File: config.mk
export PLATFORM = sky130hd
export DESIGN_NAME = tlb_pair_lookup
export DESIGN_NICKNAME = d
export VERILOG_FILES = /design/src/rtl/tlb_pair_pkg.sv /design/src/rtl/tlb_entry_store.sv /design/src/rtl/tlb_match_unit.sv /design/src/rtl/tlb_result_select.sv /design/src/rtl/tlb_pair_lookup.sv
export SDC_FILE = /design/constraint.sdc
export NUM_CORES = 2
export LEC_CHECK = 0
export BUFFER_PORTS_ARGS = -buffer_cell sky130_fd_sc_hd__buf_2
export CAP_MARGIN = 10
export CORE_UTILIZATION = 48
export CTS_CLUSTER_DIAMETER = 50
export DETAILED_ROUTE_END_ITERATION = 16
export PLACE_DENSITY = 0.64
export SYNTH_ARGS = -nofsm -noshare
export SYNTH_HDL_FRONTEND = slang
export SYNTH_SLANG_ARGS = --single-unit
File: constraint.sdc
create_clock -name clk -period 5.3 [get_ports clk]
set_input_delay 1.325 -clock clk [delete_from_list [all_inputs] [get_ports clk]]
set_output_delay 1.325 -clock clk [all_outputs]
set_load 0.05 [all_outputs]
File: src/rtl/tlb_pair_pkg.sv
package tlb_pair_pkg;
    localparam int VA_W       = 32;
    localparam int ASID_W     = 8;
    localparam int PFN_W      = 20;
    localparam int PAGE_SHIFT = 12;
    localparam int PAIR_BITS  = PAGE_SHIFT + 1;
    localparam int PA_W       = PFN_W + PAGE_SHIFT;
    localparam logic [VA_W-1:0] MIN_MASK = (VA_W'(1) << PAIR_BITS) - VA_W'(1);

    typedef enum logic [1:0] {
        ACC_FETCH = 2'd0,
        ACC_LOAD  = 2'd1,
        ACC_STORE = 2'd2,
        ACC_ALTLD = 2'd3
    } acc_e;

    typedef enum logic [2:0] {
        RES_MATCH    = 3'd0,
        RES_NOMATCH  = 3'd1,
        RES_INVALID  = 3'd2,
        RES_MODIFIED = 3'd3,
        RES_RDINH    = 3'd4,
        RES_EXINH    = 3'd5
    } res_e;

    typedef enum logic {
        ST_IDLE   = 1'b0,
        ST_RESULT = 1'b1
    } fsm_e;

    typedef struct packed {
        logic [VA_W-1:0]   vpn;
        logic [VA_W-1:0]   pmask;
        logic [ASID_W-1:0] asid;
        logic              glob;
        logic              hinv;
        logic [PFN_W-1:0]  pfn0;
        logic [PFN_W-1:0]  pfn1;
        logic [1:0]        valid;
        logic [1:0]        dirty;
        logic [1:0]        rdinh;
        logic [1:0]        exinh;
    } tlb_entry_t;
endpackage

File: src/rtl/tlb_entry_store.sv
module tlb_entry_store
    import tlb_pair_pkg::*;
#(
    parameter int N_ENT = 16,
    localparam int IDX_W = $clog2(N_ENT)
) (
    input  logic             clk,
    input  logic             rst,
    input  logic             wr_en,
    input  logic [IDX_W-1:0] wr_idx,
    input  tlb_entry_t       wr_data,
    output tlb_entry_t       ents [N_ENT]
);
    tlb_entry_t store_q [N_ENT];

    always_ff @(posedge clk) begin
        if (rst) begin
            for (int i = 0; i < N_ENT; i++) begin
                store_q[i]      <= '0;
                store_q[i].hinv <= 1'b1;
            end
        end else if (wr_en) begin
            store_q[wr_idx] <= wr_data;
        end
    end

    assign ents = store_q;
endmodule

File: src/rtl/tlb_match_unit.sv
module tlb_match_unit
    import tlb_pair_pkg::*;
#(
    parameter int N_ENT = 16
) (
    input  logic [VA_W-1:0]   va,
    input  logic [ASID_W-1:0] asid,
    input  tlb_entry_t        ents [N_ENT],
    output logic [N_ENT-1:0]  hit,
    output logic [N_ENT-1:0]  half
);
    for (genvar g = 0; g < N_ENT; g++) begin : g_ent
        logic [VA_W-1:0] eff_mask;
        logic            id_ok;
        logic            tag_ok;
        assign eff_mask = ents[g].pmask | MIN_MASK;
        assign id_ok    = ents[g].glob || (ents[g].asid == asid);
        assign tag_ok   = (va & ~eff_mask) == (ents[g].vpn & ~eff_mask);
        assign hit[g]   = id_ok && tag_ok && !ents[g].hinv;
        assign half[g]  = |(va & eff_mask & ~(eff_mask >> 1));
    end
endmodule

File: src/rtl/tlb_result_select.sv
module tlb_result_select
    import tlb_pair_pkg::*;
#(
    parameter int N_ENT = 16,
    localparam int IDX_W = $clog2(N_ENT)
) (
    input  logic [VA_W-1:0]  va,
    input  logic [1:0]       acc,
    input  tlb_entry_t       ents [N_ENT],
    input  logic [N_ENT-1:0] hit,
    input  logic [N_ENT-1:0] half,
    output logic [2:0]       code,
    output logic [PA_W-1:0]  paddr,
    output logic             wr_ok
);
    logic             found;
    logic [IDX_W-1:0] sel;
    tlb_entry_t       e;
    logic [VA_W-1:0]  eff_mask;
    logic [VA_W-1:0]  offs;
    logic             n;
    logic [PFN_W-1:0] pfn;

    always_comb begin
        found = 1'b0;
        sel   = '0;
        for (int i = 0; i < N_ENT; i++) begin
            if (!found && hit[i]) begin
                found = 1'b1;
                sel   = IDX_W'(i);
            end
        end
    end

    always_comb begin
        e        = ents[sel];
        n        = half[sel];
        eff_mask = e.pmask | MIN_MASK;
        offs     = va & (eff_mask >> 1);
        pfn      = n ? e.pfn1 : e.pfn0;
        code     = RES_NOMATCH;
        paddr    = '0;
        wr_ok    = 1'b0;
        if (found) begin
            if (!e.valid[n]) begin
                code = RES_INVALID;
            end else if (acc == ACC_FETCH && e.exinh[n]) begin
                code = RES_EXINH;
            end else if ((acc == ACC_LOAD || acc == ACC_ALTLD) && e.rdinh[n]) begin
                code = RES_RDINH;
            end else if (acc == ACC_STORE && !e.dirty[n]) begin
                code = RES_MODIFIED;
            end else begin
                code  = RES_MATCH;
                paddr = {pfn, {PAGE_SHIFT{1'b0}}} | PA_W'(offs);
                wr_ok = e.dirty[n];
            end
        end
    end
endmodule

File: src/rtl/tlb_pair_lookup.sv
module tlb_pair_lookup
    import tlb_pair_pkg::*;
#(
    parameter int N_ENT = 16,
    localparam int IDX_W = $clog2(N_ENT)
) (
    input  logic              clk,
    input  logic              rst,
    input  logic              req,
    input  logic [VA_W-1:0]   req_vaddr,
    input  logic [1:0]        req_acc,
    input  logic [ASID_W-1:0] req_asid,
    output logic              rsp_valid,
    output logic [2:0]        rsp_code,
    output logic [PA_W-1:0]   rsp_paddr,
    output logic              rsp_wr_ok,
    input  logic              wr_en,
    input  logic [IDX_W-1:0]  wr_idx,
    input  logic [VA_W-1:0]   wr_vpn,
    input  logic [VA_W-1:0]   wr_pmask,
    input  logic [ASID_W-1:0] wr_asid,
    input  logic              wr_global,
    input  logic              wr_hinv,
    input  logic [PFN_W-1:0]  wr_pfn0,
    input  logic [PFN_W-1:0]  wr_pfn1,
    input  logic [1:0]        wr_valid,
    input  logic [1:0]        wr_dirty,
    input  logic [1:0]        wr_rdinh,
    input  logic [1:0]        wr_exinh
);
    fsm_e             state_q, state_d;
    tlb_entry_t       wr_data;
    tlb_entry_t       ents [N_ENT];
    logic [N_ENT-1:0] hit, half;
    logic [2:0]       code_c;
    logic [PA_W-1:0]  paddr_c;
    logic             wr_ok_c;
    logic [2:0]       code_q;
    logic [PA_W-1:0]  paddr_q;
    logic             wr_ok_q;

    always_comb begin
        wr_data.vpn   = wr_vpn;
        wr_data.pmask = wr_pmask;
        wr_data.asid  = wr_asid;
        wr_data.glob  = wr_global;
        wr_data.hinv  = wr_hinv;
        wr_data.pfn0  = wr_pfn0;
        wr_data.pfn1  = wr_pfn1;
        wr_data.valid = wr_valid;
        wr_data.dirty = wr_dirty;
        wr_data.rdinh = wr_rdinh;
        wr_data.exinh = wr_exinh;
    end

    tlb_entry_store #(.N_ENT(N_ENT)) u_store (
        .clk(clk), .rst(rst), .wr_en(wr_en), .wr_idx(wr_idx),
        .wr_data(wr_data), .ents(ents)
    );

    tlb_match_unit #(.N_ENT(N_ENT)) u_match (
        .va(req_vaddr), .asid(req_asid), .ents(ents), .hit(hit), .half(half)
    );

    tlb_result_select #(.N_ENT(N_ENT)) u_select (
        .va(req_vaddr), .acc(req_acc), .ents(ents), .hit(hit), .half(half),
        .code(code_c), .paddr(paddr_c), .wr_ok(wr_ok_c)
    );

    // state register
    always_ff @(posedge clk) begin
        if (rst) state_q <= ST_IDLE;
        else     state_q <= state_d;
    end

    // next state
    always_comb begin
        state_d = state_q;
        unique case (state_q)
            ST_IDLE:   state_d = req ? ST_RESULT : ST_IDLE;
            ST_RESULT: state_d = req ? ST_RESULT : ST_IDLE;
            default:   state_d = ST_IDLE;
        endcase
    end

    // result capture
    always_ff @(posedge clk) begin
        if (rst) begin
            code_q  <= RES_NOMATCH;
            paddr_q <= '0;
            wr_ok_q <= 1'b0;
        end else if (req) begin
            code_q  <= code_c;
            paddr_q <= paddr_c;
            wr_ok_q <= wr_ok_c;
        end
    end

    // outputs
    always_comb begin
        rsp_valid = (state_q == ST_RESULT);
        rsp_code  = code_q;
        rsp_paddr = paddr_q;
        rsp_wr_ok = wr_ok_q;
    end
endmodule

==> impl.org <==
** Outcome
- Status :: complete, but fails checks
- Violated checks :: negative setup slack

** Global route
- Layer carrying the most global-route usage :: met2
- Leftover overflow at the end of global routing :: 0
- Global routing met2 resource utilization :: 62.7%
- In the global route stage, met1 resource usage came out at 57.3%.
- Entering global routing, the biggest net connects 230 pins.
- Total routing usage reported by global routing :: 43.8%
- Global-route wire length before repair :: a little under 500000 um
- Via count of the first global-routing pass :: approximately 68000
- Met3 Usage GRT :: 11.8%
- The initial antenna violation count is 43.

** Critical path
- Endpoint type of the worst setup path :: register
- Largest stage delay on the critical path :: around 560 ps
- Critical Path AT :: 6020 ps
- Cell-by-cell trace of the critical path :: buf_2 > xnor2_2 > o22ai_1 > buf_4 > nor2_1 > nand3_2 > or3b_2 > a211oi_4 > o2111ai_2 > nand2_8 > mux2_2 > mux2i_4 > buf_12 > buf_4 > buf_4 > a211o_1 > a32oi_1 > a221oi_2 > o21ai_2
- Peak fanout along the critical path :: 14
- Crit path launch type :: input pin
- Among all stages on the critical path, the largest delay is contributed by or3b_2.
- Counting both buffers and inverters, the worst setup path holds a total of 5.
- Data on the critical path is required at its endpoint by 6010 ps.
- The most numerous cell type found on the critical path is buf_4.
- The critical path is of the input pin to register type.
- Family with the most delay on the worst path :: compound AO/OA/AOI/OAI gates

** Final layout
- After the last flow step, the layout net total stands at 10133.
- Counting the fill cells in the layout gives 14192.
- Leaving out fill and tap cells, the most frequent cell in the layout is nand2_1.
- The top cell types in the final layout, fill and taps aside, are 3613 x nand2_1, 1620 x a21oi_1, 1573 x dfxtp_1.
- Relative to the synthesized area, the layout overhead comes to 16.6%.
- Share of layout cells above drive strength 1 :: 13.5%
- Final core occ :: 56.6%

** Logic synthesis
- Distinct cell type count after synthesis :: 91
- Synthesis Warnings :: 0
- Sequential-to-total area share from yosys stat :: 42.5%
- Counting every net in the synthesized netlist gives 10080.
- In this run, synthesis produced a sequential element count of between 1500 and 2000.
- The most used flip-flop cell after synthesis is dfxtp_1.
- A synthesized cell averages approximately 7.5 um^2.
- EDFF count, synth :: 0
- Counting every instance in the synthesized netlist gives 9908.
- In the synthesized netlist the async set-or-reset flop fraction comes to 0%.
- The mapped netlist covers ~74000 um^2.

** Clock network
- Clock sink total :: 1573
- Clock latency on the worst-skew pair, taken at its later pin, is 830 ps.
- Total CTS buffers :: ~180
- Post-cts hold buffer count :: 0
- Number of levels the H-tree was split into :: 4
- Root buffer selected by CTS :: clkbuf_16
- The clock passes through at most 3 buffers.
- Clock-pin slew of the registers on the worst-case setup and hold paths :: roughly 60 ps
- CTS tree :: yes

** Timing
- Worst Max-Slew Pin Slew :: roughly 1200 ps
- The smallest clock period supported by the final layout is computed as roughly 5300 ps.
- Setup violations, final :: 1
- Dividing the final minimum period by the clock period gives 100%.
- Timing-limited maximum frequency :: between 150 and 200 MHz
- Between clock sinks in the finished design, the worst skew comes to around 42 ps.
- Worst max-slew margin expressed relative to the limit :: 18.9%
- The final-report hold violation count came to 0.
- Number of max-slew violations in the final report :: 0
- Worst setup margin :: -7.60 ps

** Floorplanning
- During I/O placement, the number of pins put on the boundary was ~210.
- Full die area :: 156000 um^2
- The die is 395 um tall.
- The region available for standard cell placement spans 152000 um^2.
- Effective utilization at floorplan :: 48.6%
- The floorplan has 143 rows.
- The die is roughly 390 um wide.

** Detailed routing
- The first routing iteration left around 11000 violations.
- Using the TritonRoute via totals, the vias-per-cell ratio works out to roughly 6.2.
- Total wire length :: 353000 um
- Remaining number of nets flagged by the antenna check after routing :: 0
- Number of DRC violations after detailed routing :: 0
- After detailed routing, the average wire length per cell comes to 29.0 um.
- Detailed-router iteration count before antenna repair :: 7
- For this block, the via count after detailed routing is 74871.

** Power
- Largest voltage drop on the vdd net :: 347 uV
- Total power density per cell area :: 319 nW/um^2
- Design Power :: about 28 mW
- For this design the static power due to leakage is 30.2 nW.

** Placed design
- Detailed placement ended at an HPWL of 235000 um.
- At the end of routability-driven placement, the weighted congestion stood at 1.02.
- In this run the tool buffered the top-level ports with 182 buffer cells.

** Job
- Maxcap violations :: 0

** Worst hold path
- Worst hold-check path type :: register to register
-- worst register-to-register path, delay by kind of cell, from the launching register on --
family	cells	cell delay, ps
muxes	2	730
DFF	1	330
AOI/OAI and AO/OA	7	1490
xor gates and xnor gates	1	310
buffers and inverters	4	910
and+or+nand+nor	4	1140
-- layer usage --
layer | share of wire (%) | routed length, um
met1 | 38 | 134000
met2 | 41 | 146000
met3 | 13 | 46000
met4 | 7.7 | 27100
met5 | 0.026 | 92
-- synthesized netlist by cell type, drive strengths merged (130+ instances only) --
library cell,count,area (um^2)
nand2,3627,13600
a21oi,1625,8140
dfxtp,1573,31500
clkbuf,721,2710
xnor2,302,2650
mux2i,286,2880
buf,219,1420
nand3b,196,1470
nor2,196,736
o22ai,156,976
o21ai,144,837
xor2,130,1140
-- sequential cells by signal (all words and copies together), names as in the netlist --
signal,flops
rsp_code,3
rsp_wr_ok,1
rsp_paddr,32
rsp_valid,1
u_store.ents,1536
-- where the power goes --
group	total, mW	switching [mW]	internal, mW
sequential	12.1	0.127	12.0
combinational	2.37	1.68	0.689
clock	13.1	5.37	7.71
-- worst paths after layout --
path                           from             to  slack, ps  cells after the start
hold / removal            rsp_wr_ok      rsp_wr_ok        450                      2
setup reg to reg  u_store.ents[121]  rsp_paddr[20]        300                     18
hold reg to reg           rsp_wr_ok      rsp_wr_ok        450                      2
setup / recovery      req_vaddr[31]  rsp_paddr[20]         -8                     19
-- layout make-up --
class / instances / area [um^2] / share of cell area [%]
multi-input combinational: 7358 / 38700 / 44.9
tap: 2030 / 2540 / 2.94
antenna: 36 / 90.1 / 0.104
timing repair buffer: 810 / 7120 / 8.25
sequential: 1573 / 31500 / 36.5
clock buffer: 258 / 5300 / 6.14
clock inverter: 70 / 908 / 1.05
inverter: 37 / 139 / 0.161
-- stage by stage --
| stage | TNS, ps | std cells | hold WS [ps] | worst slack, ps | instance area [um^2] |
|---|---|---|---|---|---|
| 4_1_cts | 0 | 12134 | 449 | 18.0 | 86000 |
| 3_5_place_dp | -33740 | 11803 | 435 | -1240 | 79800 |
| 6_report | -7.60 | 12172 | 448 | -7.60 | 86300 |
| 2_1_floorplan | 0 | 9908 | 432 | 307 | 74000 |
| 5_1_grt | -1780 | 12152 | 468 | -78.4 | 86300 |
| 3_3_place_gp | -35620 | 11803 | 431 | -1230 | 79800 |
-- what timing repair did --
| item | in CTS | in global routing |
|---|---|---|
| setup endpoints to repair | 32 | 35 |
| pin swaps | 1 | 5 |
| gates resized for setup | 8 | 34 |
| buffers inserted | 3 | 2 |
-- logic make-up (layout without fill, tap and decap cells) --
family          Yosys count  count (layout)  synth area share [%]
other cells               0              36                     0
mux                     416             416                  5.91
simple gates           4280            4280                  23.7
xor+xnor                432             432                  5.11
compound gates         2230            2230                  17.0
buf+inv                 977            1175                  5.76
flops                  1573            1573                  42.5
Power figures use the tool's default switching activity.
